<file path="src/rtl/sdram_chk_pkg.sv">
package sdram_chk_pkg;

    typedef enum logic [3:0] {
        CMD_NOP  = 4'd0,
        CMD_MRS  = 4'd1,
        CMD_REF  = 4'd2,
        CMD_SREF = 4'd3,
        CMD_ACT  = 4'd4,
        CMD_RD   = 4'd5,
        CMD_WR   = 4'd6,
        CMD_BST  = 4'd7,
        CMD_PRE  = 4'd8
    } cmd_e;

    typedef enum logic [1:0] {
        G_IDLE  = 2'd0,
        G_MRS1  = 2'd1,
        G_MRS2  = 2'd2,
        G_BURST = 2'd3
    } guard_e;

    localparam int BANK_W = 2;
    localparam int NUM_BANKS = 1 << BANK_W;

endpackage

</file>
<file path="src/rtl/sdram_seq_guard.sv">
module sdram_seq_guard
    import sdram_chk_pkg::*;
#(
    parameter int BURST_LEN = 4
) (
    input  logic clk,
    input  logic rst_n,
    input  cmd_e cmd,
    input  logic ap,
    input  logic bank_closed,
    output logic viol_mrs,
    output logic viol_burst
);

    localparam int CNT_W = $clog2(BURST_LEN + 1);

    guard_e            state_q, state_d;
    logic [CNT_W-1:0]  cnt_q, cnt_d;
    logic              is_rw, starts;

    assign is_rw  = (cmd == CMD_RD) || (cmd == CMD_WR);
    assign starts = is_rw && ap && !bank_closed && (BURST_LEN > 1);

    always_comb begin
        state_d = state_q;
        cnt_d   = cnt_q;
        unique case (state_q)
            G_IDLE: begin
                if (cmd == CMD_MRS) begin
                    state_d = G_MRS1;
                end else if (starts) begin
                    state_d = G_BURST;
                    cnt_d   = CNT_W'(BURST_LEN - 1);
                end
            end
            G_MRS1: state_d = G_MRS2;
            G_MRS2: state_d = G_IDLE;
            G_BURST: begin
                if (cmd == CMD_MRS) begin
                    state_d = G_MRS1;
                end else if (cmd == CMD_BST || cnt_q == CNT_W'(1)) begin
                    state_d = G_IDLE;
                end else begin
                    cnt_d = cnt_q - CNT_W'(1);
                end
            end
        endcase
    end

    always_ff @(posedge clk) begin
        if (!rst_n) begin
            state_q <= G_IDLE;
            cnt_q   <= '0;
        end else begin
            state_q <= state_d;
            cnt_q   <= cnt_d;
        end
    end

    always_comb begin
        viol_mrs   = 1'b0;
        viol_burst = 1'b0;
        unique case (state_q)
            G_IDLE:  ;
            G_MRS1,
            G_MRS2:  viol_mrs   = (cmd != CMD_NOP);
            G_BURST: viol_burst = is_rw;
        endcase
    end

endmodule

</file>
<file path="config.mk">
export PLATFORM = sky130hd
export DESIGN_NAME = sdram_seq_guard
export DESIGN_NICKNAME = d
export VERILOG_FILES = /design/src/rtl/sdram_chk_pkg.sv /design/src/rtl/sdram_seq_guard.sv
export SDC_FILE = /design/constraint.sdc
export NUM_CORES = 1
export LEC_CHECK = 0
export ABC_AREA = 0
export BUFFER_PORTS_ARGS = -buffer_cell sky130_fd_sc_hd__buf_2
export CAP_MARGIN = 20
export CORE_AREA = 3 3 40 42
export DETAILED_ROUTE_END_ITERATION = 8
export DIE_AREA = 0 0 43 45
export PLACE_DENSITY = 0.51
export SYNTH_ARGS = -nofsm -noshare
export SYNTH_HDL_FRONTEND = slang
export SYNTH_SLANG_ARGS = --single-unit
</file>
<file path="constraint.sdc">
create_clock -name clk -period 4.21 [get_ports clk]
set_input_delay 0.421 -clock clk [delete_from_list [all_inputs] [get_ports clk]]
set_output_delay 0.421 -clock clk [all_outputs]
set_load 0.02 [all_outputs]
</file>
==> run summary, run 1 <==
=================================================================================================================
Clk Tree Root Cell                                                                                   sky130_fd_sc_hd__clkbuf_4
DRT iter0 DRCs                                                                                                  8
Min-Delay Path Class                                                                                       in2reg
Peak per-stage delay on the critical path                                                                 0.38 ns
Routability congestion estimate from global placement                                                       0.716
DR DRC count                                                                                                    0
Antenna diode instance count                                                                                    0
Synthesized-area fraction occupied by ao, oa, aoi and oai cells                                             24.9%
Synth Area in Simple Gates                                                                                  29.8%
Initial core utilization                                                                                    34.0%
Netlist area before placement                                                                           437 sq um
Combinational family with the most area after synthesis                                              simple AND/OR/NAND/NOR gates
Xor and xnor fraction of the mapped netlist area                                                            2.01%
Final clock skew                                                                                       0.00379 ns
Post-synthesis instance total                                                                                  47
Wirelength, routed                                                                                    813 microns
Yosys warnings                                                                                                  0
DR WL met3                                                                                             64 microns
Reg clk slew, reported paths                                                                              0.05 ns
Power density cells                                                                                   336 nW/um^2
Most frequent standard cell in the layout excluding fill and tap cells                               sky130_fd_sc_hd__buf_2
Count of state elements after synthesis                                                                         5
Post-Route M1 WL                                                                                      434 microns
Site row count                                                                                                 13
Source-to-sink clock delay at the later pin of the worst-skew pair                                        0.24 ns
Classification of the worst setup path                                                                    reg2out
Setup repair after global routing missed its margin                                                         false
DR pass1 iterations                                                                                             4
Die footprint                                                                                          1940 sq um
Worst Path Max Fanout                                                                                           4
Wire length of the first global-routing pass                                                         1380 microns
Num CTS Buffers                                                                                                 3
Most frequent cells in the layout                                                                    sky130_fd_sc_hd__buf_2 (9), sky130_fd_sc_hd__inv_1 (7), sky130_fd_sc_hd__ha_1 (5), sky130_fd_sc_hd__dfxtp_1 (5), sky130_fd_sc_hd__nand2_1 (4)
X dimension of the die                                                                                 43 microns
Detailed placer's ending HPWL                                                                         665 microns
Leak                                                                                                     0.245 nW
Vertical die dimension                                                                                 45 microns
Buffer count from post-CTS setup fixing                                                                         0
Arr. time, crit path                                                                                      1.25 ns
Overflow after GRT                                                                                              0
Global-route usage over all layers                                                                          9.67%
Worst-path cell chain                                                                                inv_1 -> ha_1 -> o41a_1 -> buf_2
Result of the run                                                                                    complete, no violations
Post-place instance area                                                                                500 sq um
# Max-Cap Violations                                                                                            0
Buffers from clock root to sink, at most                                                                        2
Final number of hold-violating endpoints                                                                        0
Critical Path Source Type                                                                                register
Post-route minimum period                                                                                 1.68 ns
Unique masters post-synth                                                                                      25
Net switching share of the total power                                                                      33.1%
Slew Limit Fails                                                                                                0
CP required                                                                                               3.79 ns
Smallest hold slack                                                                                      0.449 ns
Proportion of synthesized area in mux cells                                                                    0%
Layout cell share with drive strength beyond 1                                                              33.3%
Post-synthesis area per instance                                                                       9.29 sq um
# hold bufs at CTS                                                                                              0
Share of power burned in registers                                                                          33.5%
Achievable clock frequency                                                                              0.597 GHz
Combinational group share of total power                                                                    36.0%
Depth of the CTS H-tree                                                                                         1
Clock tree from TritonCTS                                                                                   built
Number of global-route vias before repair                                                                     360
Total via count after detailed routing                                                                        373
Top-Level Pins                                                                                                 10
Number of port buffers                                                                                          9
Number of vias per cell                                                                                      4.97
Measured slew at the worst slew-check pin                                                                0.374 ns
Core footprint                                                                                         1280 sq um
Synth-to-Final Area Change                                                                                  20.9%
Uppermost metal layer occupied by signal nets                                                                met3
Net Count, Synth                                                                                               60
Slowest-stage cell, CP                                                                               sky130_fd_sc_hd__dfxtp_1
Pin count of the biggest net entering global routing                                                           10
Cell internal pwr                                                                                        0.119 mW
Number of gates given a new drive strength after cts                                                            0
Total of endpoints with negative setup slack in the final report                                                0
Sequential element share of the synthesized area                                                            22.9%
Fin Setup TNS                                                                                                0 ns
Finished layout cell area                                                                               528 sq um
Initial antenna violation count                                                                                 0
Headroom to the max-slew limit                                                                              74.9%
Worst IR Drop VDD                                                                                        0.149 mV
Crit. End Element                                                                                    primary output
Number of sinks handled by clock tree synthesis                                                                 5
Post-layout net count                                                                                          74
Routed WL per cell                                                                                   10.8 microns
Arithmetic-cell share of the synthesized area counting full adders, half adders and majority gates          14.3%
Final period utilization                                                                                    39.8%
Switching power                                                                                         0.0588 mW
Antenna violation net count after detailed routing                                                              0
Share of power burned in the clock network                                                                  30.6%
Wire length on met2                                                                                   315 microns
=================================================================================================================
[metal layers]
metal / global-route usage [%] / vias up
met2: 14.1 / 12
met3: 6.37 / 0
met4: 1.81 / 0
li1: - / 200
met1: 12.1 / 161
met5: 0 / -
[state kept, by name, summed over array words and instances, names as in the netlist]
signal / cells
cnt_q: 3
state_q: 2
[path summary, 6_finish.rpt]
kind	startpoint	endpoint	slack [ns]	cells after the start
hold / removal	rst_n	state_q[0]	0.45	3
setup reg to reg	state_q[0]	state_q[1]	2.68	5
hold reg to reg	cnt_q[2]	cnt_q[2]	0.48	2
setup / recovery	state_q[0]	viol_mrs	2.53	4
[metrics by stage]
step	setup slack (ns)	util [%]	cells	power (mW)
6_report	2.53	41.1	75	0.178
5_1_grt	2.44	41.1	75	0.195
4_1_cts	2.53	41.1	75	0.182
3_5_place_dp	2.62	38.9	71	0.124
3_3_place_gp	2.64	38.9	71	0.125
2_1_floorplan	2.84	-	47	0.108
[cell type report]
class	count	area (sq um)
clock inverters	1	5.00
flip-flops and latches	5	100
inverters	7	26.3
well taps	15	18.8
fillers	125	757
multi-input cells	35	310
repair buffers	9	45.0
clock buffers	3	22.5
[worst max-delay path, delay by kind of cell, from the launching register on]
family                   cells  cell delay [ns]
adder cells (fa/ha/maj)      1             0.28
AO/OA/AOI/OAI                1             0.14
flip-flops                   1             0.38
buffers and inverters        2             0.22
[cells by family after synthesis]
| logic type | count (synthesis) |
|---|---|
| AOI/OAI and AO/OA | 13 |
| adders and majority gates | 5 |
| xor gates and xnor gates | 1 |
| buffers and inverters | 7 |
| and+or+nand+nor | 16 |
| DFF | 5 |
[power groups by stage]
| stage | Sequential [mW] | Clock [mW] | Combinational, mW |
|---|---|---|---|
| finish | 0.0594 | 0.0543 | 0.0639 |
| global route | 0.0602 | 0.0616 | 0.0730 |
| CTS | 0.0592 | 0.0584 | 0.0647 |
| detailed placement | 0.0602 | 0 | 0.0643 |
| global placement | 0.0604 | 0 | 0.0648 |
| floorplan | 0.0591 | 0 | 0.0487 |
[cell usage after synthesis]
library cell	n	area share, %
sky130_fd_sc_hd__inv_1	7	6.0
sky130_fd_sc_hd__dfxtp_1	5	23
sky130_fd_sc_hd__ha_1	5	14
sky130_fd_sc_hd__nand2_1	4	3.4
sky130_fd_sc_hd__nand3_1	2	2.3
sky130_fd_sc_hd__nor2_1	2	1.7
sky130_fd_sc_hd__nor2b_1	2	2.9
sky130_fd_sc_hd__o211a_1	2	4.6
sky130_fd_sc_hd__o21ai_0	2	2.3
sky130_fd_sc_hd__a21oi_1	1	1.1
sky130_fd_sc_hd__a21oi_2	1	2.0
sky130_fd_sc_hd__a31oi_1	1	1.4
sky130_fd_sc_hd__and4b_2	1	2.6
sky130_fd_sc_hd__and4b_4	1	3.2
sky130_fd_sc_hd__and4bb_1	1	2.9
sky130_fd_sc_hd__nand3b_1	1	1.7
sky130_fd_sc_hd__nor3_4	1	3.7
sky130_fd_sc_hd__nor4b_4	1	5.4
sky130_fd_sc_hd__o21a_1	1	1.7
sky130_fd_sc_hd__o221a_2	1	2.6
sky130_fd_sc_hd__o22ai_1	1	1.4
sky130_fd_sc_hd__o22ai_2	1	2.9
sky130_fd_sc_hd__o311a_1	1	2.3
sky130_fd_sc_hd__o41a_1	1	2.6
sky130_fd_sc_hd__xor2_1	1	2.0
(Power assumes the default switching activity.)
==> run 2: changes to the inputs <==
Settings changed: ABC_AREA 0 to 1.
Clock period 4.21 ns to 1.75 ns, I/O delays scaled along.
==> run summary, run 2 <==
=================================================================================================================
Result of the run                                                                                    complete, no violations
Measured slew at the worst slew-check pin                                                                0.183 ns   -0.191 ns
Slew Limit Fails                                                                                                0   unchanged
Antenna diode instance count                                                                                    0   unchanged
Largest Register                                                                                            cnt_q
Leak                                                                                                     0.271 nW   +11%
Synth Area in Simple Gates                                                                                  40.5%   +11 points
Commonest cells in the netlist                                                                       sky130_fd_sc_hd__nand2_1 (15), sky130_fd_sc_hd__inv_1 (12), sky130_fd_sc_hd__nor2_1 (10)
Unique masters post-synth                                                                                      16   -36%
Wirelength, routed                                                                                    789 microns   -3.0%
Initial core utilization                                                                                    33.9%   -0.097 points
Total via count after detailed routing                                                                        432   +16%
Most frequent standard cell in the layout excluding fill and tap cells                               sky130_fd_sc_hd__nand2_1
Initial antenna violation count                                                                                 0   unchanged
DRT iter0 DRCs                                                                                                  4   -4
Synth-to-Final Area Change                                                                                  20.7%
Clk Tree Root Cell                                                                                   sky130_fd_sc_hd__clkbuf_4
Layout cell share with drive strength beyond 1                                                              25.9%   -7.4 points
R2R depth                                                                                                       8   +3
Yosys warnings                                                                                                  0   unchanged
Top-Level Pins                                                                                                 10   unchanged
Post-layout net count                                                                                          95   +28%
Core footprint                                                                                         1280 sq um   unchanged
Synthesized-area fraction occupied by ao, oa, aoi and oai cells                                             8.91%   -16 points
Area of combinational cells with multiple inputs                                                        287 sq um   -7.7%
Routability congestion estimate from global placement                                                       0.752   +5.0%
Site row count                                                                                                 13   unchanged
Netlist area before placement                                                                           435 sq um   -0.29%
Number of global-route vias before repair                                                                     349   -3.1%
Fin Setup TNS                                                                                                0 ns   unchanged
Number of port buffers                                                                                          9   unchanged
Reg-to-reg critical path endpoint                                                                      state_q[1]
Combinational family with the most area after synthesis                                              simple AND/OR/NAND/NOR gates
Post-synthesis area per instance                                                                       6.40 sq um   -31%
Arr. time, crit path                                                                                      1.25 ns   about the same
Buffer count from post-CTS setup fixing                                                                         0   unchanged
Fraction of the core area covered by cells at the end of the flow                                           40.9%   -0.19 points
Crit. End Element                                                                                    primary output
Vertical die dimension                                                                                 45 microns   unchanged
Most frequent cells in the layout                                                                    sky130_fd_sc_hd__nand2_1 (15), sky130_fd_sc_hd__inv_1 (12), sky130_fd_sc_hd__nor2_1 (10), sky130_fd_sc_hd__buf_2 (9), sky130_fd_sc_hd__nand3_1 (6)
Total of endpoints with negative setup slack in the final report                                                0   unchanged
Global-route usage over all layers                                                                          9.48%   -0.19 points
Cell taking the most area after synthesis                                                            sky130_fd_sc_hd__dfxtp_1
Number of enable-type register cells in the synthesized netlist                                                 0   unchanged
Count of state elements after synthesis                                                                         5   unchanged
Source-to-sink clock delay at the later pin of the worst-skew pair                                        0.24 ns   about the same
Endpoint of the worst hold-timing path                                                                 state_q[1]
Critical Path Source Type                                                                                register
Buffers from clock root to sink, at most                                                                        2   unchanged
Proportion of synthesized area in mux cells                                                                    0%   unchanged
Pin count of the biggest net entering global routing                                                            6   -4
DR pass1 iterations                                                                                             4   unchanged
Worst IR Drop VDD                                                                                        0.578 mV   +290%
Num CTS Buffers                                                                                                 3   unchanged
# hold bufs at CTS                                                                                              0   unchanged
Fillcell total                                                                                                149   +19%
Final std cells w/o fill                                                                                       96   +28%
Achievable clock frequency                                                                              0.700 GHz
# Max-Cap Violations                                                                                            0   unchanged
Reg clk slew, reported paths                                                                              0.04 ns   about the same
Clock tree from TritonCTS                                                                                   built
CP required                                                                                               1.57 ns   -2.22 ns
Ys async rst share                                                                                             0%   unchanged
X dimension of the die                                                                                 43 microns   unchanged
Overflow after GRT                                                                                              0   unchanged
Detailed placer's ending HPWL                                                                         676 microns   +1.7%
Main area contributors after synthesis                                                               sky130_fd_sc_hd__dfxtp_1 (23%), sky130_fd_sc_hd__ha_1 (14%), sky130_fd_sc_hd__nand2_1 (13%)
Share of the synthesized area in the top cell type                                                          23.0%   +0.066 points
Min-Delay Path Class                                                                                       in2reg
Wire length of the first global-routing pass                                                         1330 microns   -3.6%
DR DRC count                                                                                                    0   unchanged
Final clock skew                                                                                       0.00272 ns   -0.00107 ns
Xor and xnor fraction of the mapped netlist area                                                            2.01%   +0.0058 points
Setup repair after global routing missed its margin                                                         false
Number of gates given a new drive strength after cts                                                            0   unchanged
Post-synthesis instance total                                                                                  68   +45%
Final period utilization                                                                                    81.6%
Arithmetic-cell share of the synthesized area counting full adders, half adders and majority gates          14.4%   +0.041 points
Worst Path Max Fanout                                                                                           4   unchanged
Post-Place Setup Slack                                                                                   0.418 ns   -2.20 ns
Post-route minimum period                                                                                 1.43 ns
Power density cells                                                                                  1400 nW/um^2   +320%
Number of vias per cell                                                                                      4.50   -9.5%
Antenna violation net count after detailed routing                                                              0   unchanged
Placed Cells                                                                                                   92   +30%
Classification of the worst setup path                                                                    reg2out
Die footprint                                                                                          1940 sq um   unchanged
Setup slack, reg-to-reg                                                                                   0.42 ns   -2.26 ns
Crit Reg-Reg Startpoint                                                                                state_q[0]
Dominant register cell in the synthesized netlist                                                    sky130_fd_sc_hd__dfxtp_1
Registers with the most flip-flops                                                                   cnt_q (3), state_q (2)
Source of the worst hold timing path                                                                        rst_n
Headroom to the max-slew limit                                                                              87.7%   +13 points
Hold-critical path depth                                                                                        3   unchanged
Sequential element share of the synthesized area                                                            23.0%   +0.066 points
Seq. cell area                                                                                          100 sq um   unchanged
Number of sinks handled by clock tree synthesis                                                                 5   unchanged
Final number of hold-violating endpoints                                                                        0   unchanged
Net Count, Synth                                                                                               81   +35%
Routed WL per cell                                                                                   8.22 microns   -24%
Number of flip-flops under the largest register name                                                            3   unchanged
Depth of the CTS H-tree                                                                                         1   unchanged
Setup slack after layout                                                                                 0.322 ns   -2.21 ns
Most repeated cell in the gate-level netlist after synthesis                                         sky130_fd_sc_hd__nand2_1
=================================================================================================================
[run 2: cell count changes in the layout (fill, tap and decap cells not counted), sizes merged, moves of 2 or more]
cell / change
o211a: -2
nand3: +5
nor2b: -2
o21ai: -2
inv: +6
nor2: +10
nand2: +15
o22ai: -2
a21oi: +2
and4b: -2
[run 2: how the worst max path moves through the flow]
stage / cells past startpoint / from / end
after floorplan: 3 / state_q[0] / viol_mrs
after global placement: 8 / state_q[0] / state_q[0]
after detailed placement: 8 / state_q[0] / state_q[1]
after CTS: 4 / state_q[0] / viol_mrs
after global routing: 4 / state_q[0] / viol_mrs
final: 4 / state_q[0] / viol_mrs
[run 2: final cells by class]
class	count	share of cell area, %
Tap cell	15	3.57
Timing Repair Buffer	9	8.57
Sequential cell	5	19.0
Multi-Input combinational cell	50	54.5
Clock buffer	4	5.00
Inverter	13	9.29
[run 2: per-stage QoR]
stage                     hold WS (ns)  cell area [sq um]  power [mW]
after CTS                        0.183                526       0.747
final                            0.192                526       0.735
after global routing             0.188                526       0.812
after detailed placement         0.437                499       0.610
after global placement           0.433                499       0.610
after floorplan                  0.301                435       0.519
[run 2: metal layers]
layer  track usage, %  vias up  part of all wire [%]
li1                 -      234                     -
met1             10.8      189                    48
met2             14.4        7                    46
met3             2.39        2                   4.8
met4             9.04        0                   1.3
met5                0        -                     0
[run 2: critical path, stage by stage, from the launching register on]
cell and delay (ns):
sky130_fd_sc_hd__dfxtp_1 0.37, sky130_fd_sc_hd__inv_1 0.06, sky130_fd_sc_hd__ha_1 0.27, sky130_fd_sc_hd__a21boi_0 0.15
sky130_fd_sc_hd__buf_2 0.18
[run 2: where the power goes]
part / internal [mW] / switching, mW / leakage (nW) / total, mW
Sequential: 0.154 / 0.0312 / 0.0410 / 0.185
Clock: 0.0861 / 0.0448 / 0.0150 / 0.131
Combinational: 0.172 / 0.247 / 0.215 / 0.419
[run 2: logic make-up after synthesis]
| group | after synthesis |
|---|---|
| and+or+nand+nor | 38 |
| buffers and inverters | 13 |
| AOI/OAI and AO/OA | 6 |
| adders and majority gates | 5 |
| DFF | 5 |
| xor gates and xnor gates | 1 |
